$ cat src/rtl/ti_and_pkg.sv
package ti_and_pkg;

  localparam int NSHARE = 3;

  // Output share i is built from share index own_idx(i) and nbr_idx(i);
  // the third index is excluded (non-completeness).
  function automatic int own_idx(input int i);
    case (i)
      0:       own_idx = 0;
      1:       own_idx = 2;
      default: own_idx = 1;
    endcase
  endfunction

  function automatic int nbr_idx(input int i);
    case (i)
      0:       nbr_idx = 1;
      1:       nbr_idx = 0;
      default: nbr_idx = 2;
    endcase
  endfunction

endpackage

$ cat src/rtl/ti_and_term.sv
module ti_and_term #(
  parameter int W = 8
) (
  input  logic [W-1:0] x_own,
  input  logic [W-1:0] x_nbr,
  input  logic [W-1:0] y_own,
  input  logic [W-1:0] y_nbr,
  input  logic [W-1:0] mask,
  output logic [W-1:0] prod
);

  always_comb begin
    prod = (x_own & y_own) ^ (x_own & y_nbr) ^ (x_nbr & y_own) ^ mask;
  end

endmodule

$ cat src/rtl/ti_and_mask.sv
module ti_and_mask #(
  parameter int W          = 8,
  parameter bit REFRESH_EN = 1'b1
) (
  input  logic [W-1:0] rnd_a,
  input  logic [W-1:0] rnd_b,
  output logic [W-1:0] m0,
  output logic [W-1:0] m1,
  output logic [W-1:0] m2
);

  generate
    if (REFRESH_EN) begin : g_refresh
      always_comb begin
        m0 = rnd_a;
        m1 = rnd_b;
        m2 = rnd_a ^ rnd_b;
      end
    end else begin : g_plain
      logic [W-1:0] unused_rnd;
      always_comb begin
        unused_rnd = rnd_a ^ rnd_b;
        m0 = '0;
        m1 = '0;
        m2 = '0;
      end
    end
  endgenerate

endmodule

$ cat src/rtl/ti_and_reg.sv
module ti_and_reg #(
  parameter int W = 8
) (
  input  logic         clk,
  input  logic         rst_n,
  input  logic         en,
  input  logic [W-1:0] d,
  output logic [W-1:0] q
);

  logic [W-1:0] q_nxt;

  always_comb begin
    q_nxt = q;
    if (en) q_nxt = d;
  end

  always_ff @(posedge clk or negedge rst_n) begin
    if (!rst_n) q <= '0;
    else        q <= q_nxt;
  end

endmodule

$ cat src/rtl/ti_and3.sv
module ti_and3 #(
  parameter int W          = 8,
  parameter bit REFRESH_EN = 1'b1
) (
  input  logic         clk,
  input  logic         rst_n,
  input  logic         in_valid,
  input  logic [W-1:0] a1,
  input  logic [W-1:0] a2,
  input  logic [W-1:0] a3,
  input  logic [W-1:0] b1,
  input  logic [W-1:0] b2,
  input  logic [W-1:0] b3,
  input  logic [W-1:0] r1,
  input  logic [W-1:0] r2,
  output logic         out_valid,
  output logic [W-1:0] z1,
  output logic [W-1:0] z2,
  output logic [W-1:0] z3
);

  import ti_and_pkg::*;

  logic [W-1:0] a_sh [NSHARE];
  logic [W-1:0] b_sh [NSHARE];
  logic [W-1:0] m_sh [NSHARE];
  logic [W-1:0] p_sh [NSHARE];
  logic [W-1:0] z_sh [NSHARE];
  logic         vld_nxt;

  always_comb begin
    a_sh[0] = a1; a_sh[1] = a2; a_sh[2] = a3;
    b_sh[0] = b1; b_sh[1] = b2; b_sh[2] = b3;
  end

  ti_and_mask #(.W(W), .REFRESH_EN(REFRESH_EN)) u_mask (
    .rnd_a (r1),
    .rnd_b (r2),
    .m0    (m_sh[0]),
    .m1    (m_sh[1]),
    .m2    (m_sh[2])
  );

  for (genvar i = 0; i < NSHARE; i++) begin : g_share
    localparam int OWN = own_idx(i);
    localparam int NBR = nbr_idx(i);

    ti_and_term #(.W(W)) u_term (
      .x_own (a_sh[OWN]),
      .x_nbr (a_sh[NBR]),
      .y_own (b_sh[OWN]),
      .y_nbr (b_sh[NBR]),
      .mask  (m_sh[i]),
      .prod  (p_sh[i])
    );

    ti_and_reg #(.W(W)) u_reg (
      .clk   (clk),
      .rst_n (rst_n),
      .en    (in_valid),
      .d     (p_sh[i]),
      .q     (z_sh[i])
    );
  end

  always_comb begin
    vld_nxt = in_valid;
  end

  always_ff @(posedge clk or negedge rst_n) begin
    if (!rst_n) out_valid <= 1'b0;
    else        out_valid <= vld_nxt;
  end

  assign z1 = z_sh[0];
  assign z2 = z_sh[1];
  assign z3 = z_sh[2];

endmodule

$ cat config.mk
export PLATFORM = sky130hd
export DESIGN_NAME = ti_and3
export DESIGN_NICKNAME = d
export VERILOG_FILES = /design/src/rtl/ti_and_pkg.sv /design/src/rtl/ti_and_term.sv /design/src/rtl/ti_and_mask.sv /design/src/rtl/ti_and_reg.sv /design/src/rtl/ti_and3.sv
export SDC_FILE = /design/constraint.sdc
export NUM_CORES = 1
export LEC_CHECK = 0
export CORE_MARGIN = 3
export CORE_UTILIZATION = 30
export CTS_CLUSTER_DIAMETER = 200
export DETAILED_ROUTE_END_ITERATION = 10
export GPL_TIMING_DRIVEN = 0
export PLACE_DENSITY = 0.58
export SLEW_MARGIN = 0
export SYNTH_ARGS = -nofsm -noshare
export SYNTH_HDL_FRONTEND = slang
export SYNTH_SLANG_ARGS = --single-unit
$ cat constraint.sdc
create_clock -name clk -period 1.3 [get_ports clk]
set_input_delay 0.195 -clock clk [delete_from_list [all_inputs] [get_ports clk]]
set_output_delay 0.195 -clock clk [all_outputs]
set_load 0.03 [all_outputs]
==> results_dict.tcl <==
set metrics [dict create \
    r2r_slack_ns 0.41 \
    die-area_mm2 0.008092 \
    cp_data_arrival_time_ns 1.45 \
    fin_hold_ws_ns 0.3250 \
    required_ns 1.47 \
    wl_per_cell_um 13.43 \
    avgViaCountPerCell 4.991 \
    cts_made_buffers 3 \
    fmax_mhz 783.3 \
    ant_nets 0 \
    met2_length_um 2864 \
    hold_class "input port to flop" \
    fin_worst_skew_ns 0 \
    endpoint_kind "flop" \
    totalWireLength_um 6002 \
    post-route-min-period_ns 1.277 \
    grt-ovfl-total 0 \
    dp_slack_ns -0.9565 \
    p_leak_nw 1.422 \
    clock_sinks 25 \
    layout_common_cells "dlygate4sd2_1, nor2b_1, clkdlybuf4s50_1" \
    gp_congestion 0.7527 \
    vias 2231 \
    setup_violations 0 \
    fill_cells 704 \
    ys_warn_count 0 \
    antenna_found_initial 0 \
    dr.pass1.iters 4 \
    grt_max_degree 26 \
    path_class "input port to flop" \
    antennaDiodeCount 0 \
    yosysSeqAreaShare_pct 29.59 \
    highest_layer "met4" \
    fin_tns_setup_ns 0 \
    multi_input_area_mm2 0.001465 \
    final_common_cell "dlygate4sd2_1" \
    rsz0062_at_grt "yes" \
    finalCritPeriodShare_pct 98.20 \
    core_mm2 0.006604 \
    cts_tree "built" \
    cts.clk_slew.worst_paths_ns 0.09 \
    clock-root-buffer "clkbuf_8" \
    finalInstanceArea_mm2 0.003213 \
    syn_nets 325 \
    p_per_area_mw_per_mm2 789.8 \
    syn_to_final_growth_pct 51.95 \
    std_cell_rows 29 \
    pin_count 92 \
    layout_setup_ws_ns 0.02339 \
    drt_first_iter_violations 65 \
    grt_pass1_vias 2085 \
    postSynthAreaPerCell_um2 8.196 \
    hold_viol 0 \
    netlist_instances 258 \
    die_h_um 89.96 \
    start_kind "input port" \
    drive_gt1_share_pct 10.17 \
    clk_latency_ns 0.27 \
    die_w_um 89.96 \
    grt_pass1_wl_um 9880 \
    register_area_um2 625.6 \
    nNetsFinal 422 \
    grtUsageTotal_pct 14.47 \
    portBuffers 91 \
    initial_utilization_pct 32.02 \
    status "complete, no violations" \
    cts.path.max_buffers 2 \
    dpl-instance-area_mm2 0.003142 \
    drt-met1-wl_um 2719 \
    wl_met3_um 412 \
    netlist_area_mm2 0.002115 \
    slew_violations 0 \
    htree_levels 1 \
    drc 0 \
    worst_ir_drop_vdd_uv 522.8 \
    post_cts_buffers 0 \
    cap_viol_max_count 0 \
    synth_cell_types 29 \
    worst_pin_slew_ns 0.5957 \
    slew_headroom_pct 60.28 \
    dp_hpwl_um 4678 \
    ys_ff_latch 25 \
    crit_path_max_fanout 5 \
]
[sequential cells by signal (all words and copies together) (netlist names)]
| register | flops |
|---|---|
| g_share.u_reg.q | 24 |
| out_valid | 1 |
[cells in the mapped netlist]
cell / n / area (um^2)
and3b_1: 1 / 8.760
a211oi_1: 1 / 7.510
nand3b_1: 10 / 75.07
nor4bb_1: 3 / 30.03
o211ai_1: 6 / 45.04
o21ai_0: 15 / 75.07
a211o_1: 5 / 43.79
a21oi_1: 21 / 105.1
a31oi_1: 5 / 31.28
nor2_1: 7 / 26.28
dfrtp_1: 25 / 625.6
nand3_1: 11 / 55.05
xnor2_1: 16 / 140.1
or3_1: 9 / 56.30
nand4bb_1: 1 / 11.26
o211a_1: 1 / 10.01
nor2b_1: 35 / 219.0
xor2_1: 1 / 8.760
nand2_1: 24 / 90.09
clkbuf_1: 5 / 18.77
a221oi_2: 2 / 30.03
o31ai_1: 9 / 67.56
nor3b_1: 6 / 45.04
nand2b_1: 6 / 37.54
a311o_1: 6 / 60.06
mux2_4: 2 / 30.03
inv_1: 13 / 48.80
mux2_2: 3 / 33.78
a31o_2: 9 / 78.83
[report_power, final]
group	leakage [nW]	total, mW	internal [mW]	switching (mW)
clock network	0.0255	0.477	0.215	0.262
logic	1.10	1.12	0.514	0.610
registers	0.295	0.937	0.886	0.0509
[kinds of logic after synthesis]
family / count (synthesis) / synth area share [%]
simple gates: 113 / 30.95
compound gates: 80 / 26.21
mux: 5 / 3.018
flops: 25 / 29.59
xor+xnor: 17 / 7.041
buf+inv: 18 / 3.196
[worst max-delay path, stage by stage]
cell and delay, ns:
clkdlybuf4s50_1 0.57, o31ai_2 0.10, or3_1 0.35, a31o_2 0.23
[per-layer routing]
layer / vias to the layer above / GRT usage [%]
li1: 1138 / -
met5: - / 0
met4: 0 / 1.148
met1: 1033 / 18.69
met3: 2 / 4.758
met2: 58 / 24.62
[final cells by class]
type	count	share of cell area, %
flip-flops and latches	25	19.47
plain buffers	5	0.9346
repair buffers	92	27.41
inverters	13	1.519
clock buffers	3	1.285
clock inverters	1	0.1558
multi-input cells	215	45.60
well taps	93	3.622
[path summary, 6_finish.rpt]
path                                                   start                           endpoint  cells past startpoint
max                                                    a1[1]  g_share[1].u_reg.q[1]$_DFFE_PN0P_                      4
min                                                 in_valid                out_valid$_DFF_PN0_                      1
max reg2reg                g_share[2].u_reg.q[7]$_DFFE_PN0P_  g_share[2].u_reg.q[7]$_DFFE_PN0P_                      2
min reg2reg                g_share[1].u_reg.q[7]$_DFFE_PN0P_  g_share[1].u_reg.q[7]$_DFFE_PN0P_                      1
max in group asynchronous                              rst_n  g_share[1].u_reg.q[0]$_DFFE_PN0P_                      2
min in group asynchronous                              rst_n                out_valid$_DFF_PN0_                      2
[metrics by stage]
step / std cells / total power, mW / utilization, %
final: 447 / 2.538 / 48.65
after global placement: 442 / 2.173 / 47.57
after CTS: 446 / 2.566 / 47.57
after global routing: 447 / 2.701 / 48.65
after floorplan: 258 / 1.572 / -
after detailed placement: 442 / 2.182 / 47.57
[what timing repair did]
item,4_1_cts,5_1_grt
endpoints found under the hold margin,0,25
pin swaps,1,1
hold buffers,0,1
resized for setup,64,29
setup endpoints to repair,74,22
Power figures use the tool's default switching activity.
